<file path="config.mk">
export PLATFORM = sky130hd
export DESIGN_NAME = lcd_hex_ctrl
export DESIGN_NICKNAME = d
export VERILOG_FILES = /design/src/rtl/lcd_hex_pkg.sv /design/src/rtl/lcd_delay_timer.sv /design/src/rtl/lcd_bus_writer.sv /design/src/rtl/lcd_hex_seq.sv /design/src/rtl/lcd_hex_ctrl.sv
export SDC_FILE = /design/constraint.sdc
export NUM_CORES = 1
export LEC_CHECK = 0
export BUFFER_PORTS_ARGS = -buffer_cell sky130_fd_sc_hd__buf_2
export CAP_MARGIN = 20
export CELL_PAD_IN_SITES_DETAIL_PLACEMENT = 1
export CELL_PAD_IN_SITES_GLOBAL_PLACEMENT = 1
export CORE_MARGIN = 2
export CORE_UTILIZATION = 47
export CTS_CLUSTER_SIZE = 12
export DETAILED_ROUTE_END_ITERATION = 12
export PLACE_DENSITY = 0.84
export SETUP_SLACK_MARGIN = 0.1
export SYNTH_ARGS = -nofsm -noshare
export SYNTH_HDL_FRONTEND = slang
export SYNTH_SLANG_ARGS = --single-unit
</file>
<file path="constraint.sdc">
create_clock -name clk -period 3 [get_ports clk]
set_input_delay 0.6 -clock clk [delete_from_list [all_inputs] [get_ports clk]]
set_output_delay 0.6 -clock clk [all_outputs]
set_load 0.05 [all_outputs]
</file>
<file path="src/rtl/lcd_hex_pkg.sv">
package lcd_hex_pkg;

    // Top-level sequencer states
    typedef enum logic [2:0] {
        SQ_BOOT,
        SQ_SEND,
        SQ_XFER,
        SQ_DLY,
        SQ_IDLE
    } sq_state_e;

    // What the current write belongs to
    typedef enum logic [1:0] {
        OP_BOOT,
        OP_INIT,
        OP_HOME,
        OP_CHAR
    } op_kind_e;

    // Bus writer states
    typedef enum logic [1:0] {
        WR_IDLE,
        WR_SETUP,
        WR_PULSE,
        WR_HOLD
    } wr_state_e;

    // One transfer to the panel
    typedef struct packed {
        logic       rs;
        logic [7:0] byte_v;
    } lcd_xfer_t;

    localparam int          N_INIT_CMDS = 4;
    localparam int          N_DIGITS    = 4;
    localparam logic [7:0]  CMD_HOME    = 8'h02;

    // Power-up instruction list, in the order the panel needs them
    function automatic logic [7:0] init_cmd(input logic [1:0] step);
        logic [7:0] r;
        case (step)
            2'd0:    r = 8'h3C;   // 8-bit bus, two lines
            2'd1:    r = 8'h0F;   // display, cursor, blink on
            2'd2:    r = 8'h01;   // clear
            default: r = 8'h06;   // increment, no shift
        endcase
        return r;
    endfunction

    // Nibble number 'pos' counted from the most significant end
    function automatic logic [3:0] pick_nibble(input logic [15:0] w, input logic [1:0] pos);
        logic [3:0] r;
        case (pos)
            2'd0:    r = w[15:12];
            2'd1:    r = w[11:8];
            2'd2:    r = w[7:4];
            default: r = w[3:0];
        endcase
        return r;
    endfunction

    // Hex digit to uppercase ASCII
    function automatic logic [7:0] nib_to_ascii(input logic [3:0] n);
        logic [7:0] r;
        if (n <= 4'd9) r = {4'h0, n} + 8'h30;
        else           r = {4'h0, n} + 8'h37;
        return r;
    endfunction

endpackage

</file>
<file path="src/rtl/lcd_delay_timer.sv">
module lcd_delay_timer #(
    parameter int W = 16
) (
    input  logic         clk,
    input  logic         rst,
    input  logic         load,
    input  logic [W-1:0] load_val,
    output logic         expired
);

    logic [W-1:0] cnt_q;

    always_ff @(posedge clk) begin
        if (rst) begin
            cnt_q <= '0;
        end else if (load) begin
            cnt_q <= load_val;
        end else if (cnt_q != '0) begin
            cnt_q <= cnt_q - 1'b1;
        end
    end

    assign expired = (cnt_q == '0);

    // The counter rests at zero until it is reloaded
    p_rest_at_zero_r3: assert property (@(posedge clk) disable iff (rst)
        (!load && cnt_q == '0) |=> (cnt_q == '0));

    // Without a reload the counter steps down by exactly one
    p_step_down_r3: assert property (@(posedge clk) disable iff (rst)
        (!load && cnt_q != '0) |=> (cnt_q == $past(cnt_q) - 1'b1));

endmodule

</file>
<file path="src/rtl/lcd_bus_writer.sv">
module lcd_bus_writer
    import lcd_hex_pkg::*;
#(
    parameter int E_CYCLES = 7
) (
    input  logic       clk,
    input  logic       rst,
    input  logic       go,
    input  lcd_xfer_t  xfer,
    output logic       busy,
    output logic       done,
    output logic       lcd_e,
    output logic       lcd_rs,
    output logic [7:0] lcd_data
);

    localparam int CNT_W = $clog2(E_CYCLES + 1);

    wr_state_e        st_q;
    logic [CNT_W-1:0] cnt_q;
    logic             e_q;
    logic             rs_q;
    logic [7:0]       data_q;
    logic             done_q;

    always_ff @(posedge clk) begin
        if (rst) begin
            st_q   <= WR_IDLE;
            cnt_q  <= '0;
            e_q    <= 1'b0;
            rs_q   <= 1'b0;
            data_q <= '0;
            done_q <= 1'b0;
        end else begin
            done_q <= 1'b0;
            case (st_q)
                WR_IDLE: begin
                    if (go) begin
                        rs_q   <= xfer.rs;
                        data_q <= xfer.byte_v;
                        st_q   <= WR_SETUP;
                    end
                end
                WR_SETUP: begin
                    e_q   <= 1'b1;
                    cnt_q <= '0;
                    st_q  <= WR_PULSE;
                end
                WR_PULSE: begin
                    if (cnt_q == CNT_W'(E_CYCLES - 1)) begin
                        e_q  <= 1'b0;
                        st_q <= WR_HOLD;
                    end else begin
                        cnt_q <= cnt_q + 1'b1;
                    end
                end
                WR_HOLD: begin
                    done_q <= 1'b1;
                    st_q   <= WR_IDLE;
                end
                default: st_q <= WR_IDLE;
            endcase
        end
    end

    assign busy     = (st_q != WR_IDLE);
    assign done     = done_q;
    assign lcd_e    = e_q;
    assign lcd_rs   = rs_q;
    assign lcd_data = data_q;

    // Length of the current enable pulse, kept for the width check
    logic [7:0] hi_run_q;
    always_ff @(posedge clk) begin
        if (rst)        hi_run_q <= '0;
        else if (lcd_e) hi_run_q <= hi_run_q + 1'b1;
        else            hi_run_q <= '0;
    end

    p_enable_width_r4: assert property (@(posedge clk) disable iff (rst)
        $fell(lcd_e) |-> (hi_run_q == 8'(E_CYCLES)));

    p_setup_before_rise_r5: assert property (@(posedge clk) disable iff (rst)
        $rose(lcd_e) |-> ($stable(lcd_data) && $stable(lcd_rs)));

    p_stable_while_high_r5: assert property (@(posedge clk) disable iff (rst)
        (lcd_e && $past(lcd_e)) |-> ($stable(lcd_data) && $stable(lcd_rs)));

    p_hold_after_fall_r5: assert property (@(posedge clk) disable iff (rst)
        $fell(lcd_e) |=> ($stable(lcd_data) && $stable(lcd_rs)));

endmodule

</file>
<file path="src/rtl/lcd_hex_seq.sv">
module lcd_hex_seq
    import lcd_hex_pkg::*;
#(
    parameter int DLY_W     = 16,
    parameter int LONG_CYC  = 3000,
    parameter int SHORT_CYC = 100
) (
    input  logic             clk,
    input  logic             rst,
    input  logic             start,
    input  logic [15:0]      value,
    output logic             busy,
    output logic             wr_go,
    output lcd_xfer_t        xfer,
    input  logic             wr_done,
    output logic             tmr_load,
    output logic [DLY_W-1:0] tmr_val,
    input  logic             tmr_expired
);

    sq_state_e   st_q;
    op_kind_e    kind_q;
    logic [1:0]  idx_q;
    logic [15:0] val_q;

    localparam logic [1:0] LAST_INIT  = 2'(N_INIT_CMDS - 1);
    localparam logic [1:0] LAST_DIGIT = 2'(N_DIGITS - 1);

    // Byte and select level of the write in progress
    always_comb begin
        xfer = '0;
        case (kind_q)
            OP_INIT: begin
                xfer.rs     = 1'b0;
                xfer.byte_v = init_cmd(idx_q);
            end
            OP_HOME: begin
                xfer.rs     = 1'b0;
                xfer.byte_v = CMD_HOME;
            end
            OP_CHAR: begin
                xfer.rs     = 1'b1;
                xfer.byte_v = nib_to_ascii(pick_nibble(val_q, idx_q));
            end
            default: xfer = '0;
        endcase
    end

    // Delay selection: long after power-up and return-home, short elsewhere
    always_comb begin
        tmr_load = 1'b0;
        tmr_val  = DLY_W'(SHORT_CYC);
        if (st_q == SQ_BOOT) begin
            tmr_load = 1'b1;
            tmr_val  = DLY_W'(LONG_CYC);
        end else if (st_q == SQ_XFER && wr_done) begin
            tmr_load = 1'b1;
            tmr_val  = (kind_q == OP_HOME) ? DLY_W'(LONG_CYC) : DLY_W'(SHORT_CYC);
        end
    end

    always_ff @(posedge clk) begin
        if (rst) begin
            st_q   <= SQ_BOOT;
            kind_q <= OP_BOOT;
            idx_q  <= '0;
            val_q  <= '0;
        end else begin
            case (st_q)
                SQ_BOOT: st_q <= SQ_DLY;
                SQ_SEND: st_q <= SQ_XFER;
                SQ_XFER: if (wr_done) st_q <= SQ_DLY;
                SQ_DLY: begin
                    if (tmr_expired) begin
                        case (kind_q)
                            OP_BOOT: begin
                                kind_q <= OP_INIT;
                                idx_q  <= '0;
                                st_q   <= SQ_SEND;
                            end
                            OP_INIT: begin
                                if (idx_q == LAST_INIT) begin
                                    st_q <= SQ_IDLE;
                                end else begin
                                    idx_q <= idx_q + 1'b1;
                                    st_q  <= SQ_SEND;
                                end
                            end
                            OP_HOME: begin
                                kind_q <= OP_CHAR;
                                idx_q  <= '0;
                                st_q   <= SQ_SEND;
                            end
                            default: begin
                                if (idx_q == LAST_DIGIT) begin
                                    st_q <= SQ_IDLE;
                                end else begin
                                    idx_q <= idx_q + 1'b1;
                                    st_q  <= SQ_SEND;
                                end
                            end
                        endcase
                    end
                end
                SQ_IDLE: begin
                    if (start) begin
                        val_q  <= value;
                        kind_q <= OP_HOME;
                        idx_q  <= '0;
                        st_q   <= SQ_SEND;
                    end
                end
                default: st_q <= SQ_BOOT;
            endcase
        end
    end

    assign busy  = (st_q != SQ_IDLE);
    assign wr_go = (st_q == SQ_SEND);

    // A request made while busy leaves the latched word alone
    p_latched_word_kept_r10: assert property (@(posedge clk) disable iff (rst)
        busy |=> $stable(val_q));

    // An accepted request raises busy on the next clock
    p_accept_raises_busy_r9: assert property (@(posedge clk) disable iff (rst)
        (!busy && start) |=> busy);

    // Character writes come only from the digit phase, with the select line high
    p_char_select_high_r7: assert property (@(posedge clk) disable iff (rst)
        (wr_go && kind_q == OP_CHAR) |-> xfer.rs);

endmodule

</file>
<file path="src/rtl/lcd_hex_ctrl.sv">
module lcd_hex_ctrl
    import lcd_hex_pkg::*;
#(
    parameter int CLK_HZ   = 50_000_000,
    parameter int LONG_MS  = 30,
    parameter int SHORT_MS = 1,
    parameter int E_CYCLES = 7
) (
    input  logic        clk,
    input  logic        rst,
    input  logic        start,
    input  logic [15:0] value,
    output logic        busy,
    output logic        lcd_rs,
    output logic        lcd_rw,
    output logic        lcd_e,
    output logic [7:0]  lcd_data
);

    localparam int CYC_PER_MS = CLK_HZ / 1000;
    localparam int LONG_CYC   = CYC_PER_MS * LONG_MS;
    localparam int SHORT_CYC  = CYC_PER_MS * SHORT_MS;
    localparam int DLY_W      = $clog2(LONG_CYC + 1);

    logic             wr_go;
    logic             wr_busy;
    logic             wr_done;
    lcd_xfer_t        xfer;
    logic             tmr_load;
    logic [DLY_W-1:0] tmr_val;
    logic             tmr_expired;

    lcd_hex_seq #(
        .DLY_W     (DLY_W),
        .LONG_CYC  (LONG_CYC),
        .SHORT_CYC (SHORT_CYC)
    ) u_seq (
        .clk         (clk),
        .rst         (rst),
        .start       (start),
        .value       (value),
        .busy        (busy),
        .wr_go       (wr_go),
        .xfer        (xfer),
        .wr_done     (wr_done),
        .tmr_load    (tmr_load),
        .tmr_val     (tmr_val),
        .tmr_expired (tmr_expired)
    );

    lcd_delay_timer #(
        .W (DLY_W)
    ) u_timer (
        .clk      (clk),
        .rst      (rst),
        .load     (tmr_load),
        .load_val (tmr_val),
        .expired  (tmr_expired)
    );

    lcd_bus_writer #(
        .E_CYCLES (E_CYCLES)
    ) u_writer (
        .clk      (clk),
        .rst      (rst),
        .go       (wr_go),
        .xfer     (xfer),
        .busy     (wr_busy),
        .done     (wr_done),
        .lcd_e    (lcd_e),
        .lcd_rs   (lcd_rs),
        .lcd_data (lcd_data)
    );

    assign lcd_rw = 1'b0;

    // A write is only issued once the pause has run out and the bus is free
    p_issue_after_pause_r3: assert property (@(posedge clk) disable iff (rst)
        wr_go |-> (tmr_expired && !wr_busy));

    // No enable pulse during the power-up wait
    p_no_pulse_in_boot_r1: assert property (@(posedge clk) disable iff (rst)
        (!tmr_expired && !wr_busy) |-> !lcd_e);

endmodule

</file>
==> reports/qor.txt <==
Fillers -> 726
I/O pin cnt -> 31
Fin nets -> 414
ANT cells -> 0
TritonCTS clock tree -> yes
Sequential share of the synthesized area -> 40.64%
CP max stage delay -> 0.47 ns
CP startpoint kind -> flop
Vias in the first global route -> 2715
Crit Path Max Fanout -> 9
Die area -> 6829 um2
Fin. Hold Viols -> 0
Die Wd -> 82.64 um
Initial DRC count -> 81
Status -> completed
Hold-fix buffers, CTS -> 0
Synth area leader -> dfxtp_1
GRT overflow -> 0
Initial antenna violation count -> 0
Most common cell in the synthesized netlist -> dfxtp_1
Yosys cell types -> 58
GR Util met1 -> 26.60%
Slew Limit Fails -> 0
Setup crit end kind -> flop
Core area -> 5956 um2
Tot GR Track Use -> 23.87%
Tmin final -> 2.496 ns
CTS Buf Count -> 9
First-pass detailed-route iteration total -> 4
Worst slew pin tran -> 0.5673 ns
PD cells -> 663.5 nW/um2
Top FF cell, synth -> dfxtp_1
Leakage power -> 1.211 nW
Busiest layer in global routing -> met2
Met2 GRT Util -> 42.74%
Commonest cells in the netlist -> dfxtp_1 (59), nand2_1 (52), a21oi_1 (45), nor2_1 (26)
Initial Utilization -> 48.80%
Syn Inst Count -> 353
Post-synth EDFFs -> 0
Flops & latches, synth -> 59
Maximum number of pins on one net before global-route repair -> 35
Setup_tns -> 0 ns
Top-area cell type share of the netlist area -> 40.64%
Critical Path RT -> 3.23 ns
Cts repair resizes -> 0
Die Ht -> 82.64 um
Register area -> 1181 um2
Mapped Area -> 2907 um2
Clk buf depth -> 2
Post-route DRC -> 0
Clock transition at path regs -> 0.07 ns
Port bufs -> 28
Placed inst area -> 3110 um2
Max frequency -> 400.6 MHz
H-Tree Depth -> 3
Root Driver -> clkbuf_8
CP max-delay cell -> nor3_1
Max_cap viols -> 0
Synth top area cells -> dfxtp_1 (41%), a21oi_1 (7.7%), nand2_1 (6.7%)
Peak supply drop -> 466.4 uV
DP HPWL -> 5288 um
Synth-to-Final Area Change -> 13.99%
Final Cell Area -> 3313 um2
Area occupied by multi-input gates -> 1617 um2
Final antenna-violating net count -> 0
Clock skew -> 0.008358 ns
Post-CTS Setup Bufs -> 0
Avg WL per Cell -> 15.75 um
Synth warnings -> 0
Avg Vias per Cell -> 5.760
Worst-path cell chain -> inv_1 -> ha_1 -> nor4b_2 -> nand4_1 -> nor3_1 -> o32ai_1 -> a21bo_2
Routed WL -> 7276 um
Final setup fails -> 0
Vias -> 2661
Min-Delay Path Class -> flop to flop
Post-synthesis async set-or-reset flop share -> 0%
Core Rows -> 28
RSZ-0062 raised after global routing -> false
Fin crit share -> 83.20%
Slew headroom -> 61.20%
RD Place Congestion -> 0.8474
CP Class -> flop to flop
WP data arrival -> 2.72 ns
Grt met3 use -> 5.870%
Layout cells sized above 1 -> 13.95%
Skew-Pair Late Insertion Delay -> 0.34 ns
Avg Cell Area, Syn -> 8.234 um2
First-pass GRT wire length -> 12450 um
Clock Sink Count -> 59
[power breakdown]
group / switching (mW) / internal, mW
Clock: 0.330 / 0.409
Sequential: 0.0814 / 0.858
Combinational: 0.320 / 0.199
[metrics by stage]
stage / setup WS [ns] / hold slack [ns] / std cells / power [mW] / utilization (%)
2_1_floorplan: 0.9838 / 0.4317 / 354 / 1.342 / -
3_3_place_gp: 0.6999 / 0.4388 / 446 / 1.452 / 52.23
3_5_place_dp: 0.5880 / 0.4449 / 446 / 1.476 / 52.23
4_1_cts: 0.5431 / 0.4573 / 462 / 2.225 / 55.63
5_1_grt: 0.2374 / 0.4807 / 462 / 2.323 / 55.63
6_report: 0.5040 / 0.4519 / 462 / 2.198 / 55.63
[per-layer routing]
| layer | routed length (um) | vias up | share of wire (%) |
|---|---|---|---|
| met4 | 116 | 0 | 1.6 |
| met5 | 0 | - | 0 |
| met3 | 294 | 9 | 4.0 |
| met1 | 3147 | 1295 | 43 |
| met2 | 3719 | 52 | 51 |
| li1 | - | 1305 | - |
[final timing paths]
| kind | startpoint | to | slack, ns | cells after the start |
|---|---|---|---|---|
| worst max-delay path | u_timer.cnt_q[0]$_SDFFE_PP0P_ | u_seq.idx_q[0]$_SDFFE_PP0P_ | 0.50 | 7 |
| worst min-delay path | u_writer.lcd_data[6]$_SDFFE_PP0P_ | u_writer.lcd_data[6]$_SDFFE_PP0P_ | 0.45 | 2 |
| worst max register to register | u_timer.cnt_q[0]$_SDFFE_PP0P_ | u_seq.idx_q[0]$_SDFFE_PP0P_ | 0.50 | 7 |
| worst min register to register | u_writer.lcd_data[6]$_SDFFE_PP0P_ | u_writer.lcd_data[6]$_SDFFE_PP0P_ | 0.45 | 2 |
[kinds of logic (layout without fill, tap and decap cells)]
group,count (synthesis),count (layout),synth area share [%]
other cells,1,2,0.1290
flops,59,59,40.64
simple gates,147,147,26.39
mux,2,2,0.6888
fa+ha+maj,13,13,5.596
buf+inv,28,61,3.874
compound gates,93,93,19.67
xor+xnor,10,10,3.014
[cells in the final DEF (no fill, tap or decap), types with 3 or more instances in the layout]
cell / n
dfxtp_1: 59
nand2_1: 52
a21oi_1: 45
buf_2: 28
nor2_1: 26
inv_1: 13
nor3_1: 13
ha_1: 13
o21ai_0: 12
nand3_1: 10
clkbuf_8: 10
xnor2_1: 8
or3_1: 7
nor2b_1: 7
a31oi_1: 6
nor3b_1: 5
a211oi_1: 5
and2_1: 4
nand2b_1: 4
nand3b_1: 4
buf_4: 4
or4_1: 3
clkinvlp_4: 3
[registers in the layout (all words and copies together) (netlist names), 2 cells and up]
name               count
u_seq.idx_q            2
u_seq.kind_q           2
u_seq.st_q             3
u_seq.val_q           16
u_timer.cnt_q         21
u_writer.cnt_q         3
u_writer.lcd_data      7
u_writer.st_q          2
[worst max-delay path, delay by kind of cell, from the launching register on]
kind,cells,cell delay (ns)
AND/OR/NAND/NOR,3,1.33
AO/OA/AOI/OAI,2,0.41
flip-flops,1,0.32
adder cells (fa/ha/maj),1,0.22
buffers and inverters,1,0.09
[cell type report]
class / count / share of cell area (%)
timing repair buffer: 32 / 5.136
multi-input combinational: 267 / 48.79
sequential: 59 / 35.65
tap: 75 / 2.832
clock inverter: 5 / 1.850
inverter: 13 / 1.473
clock buffer: 11 / 4.267
Power figures use the tool's default switching activity.
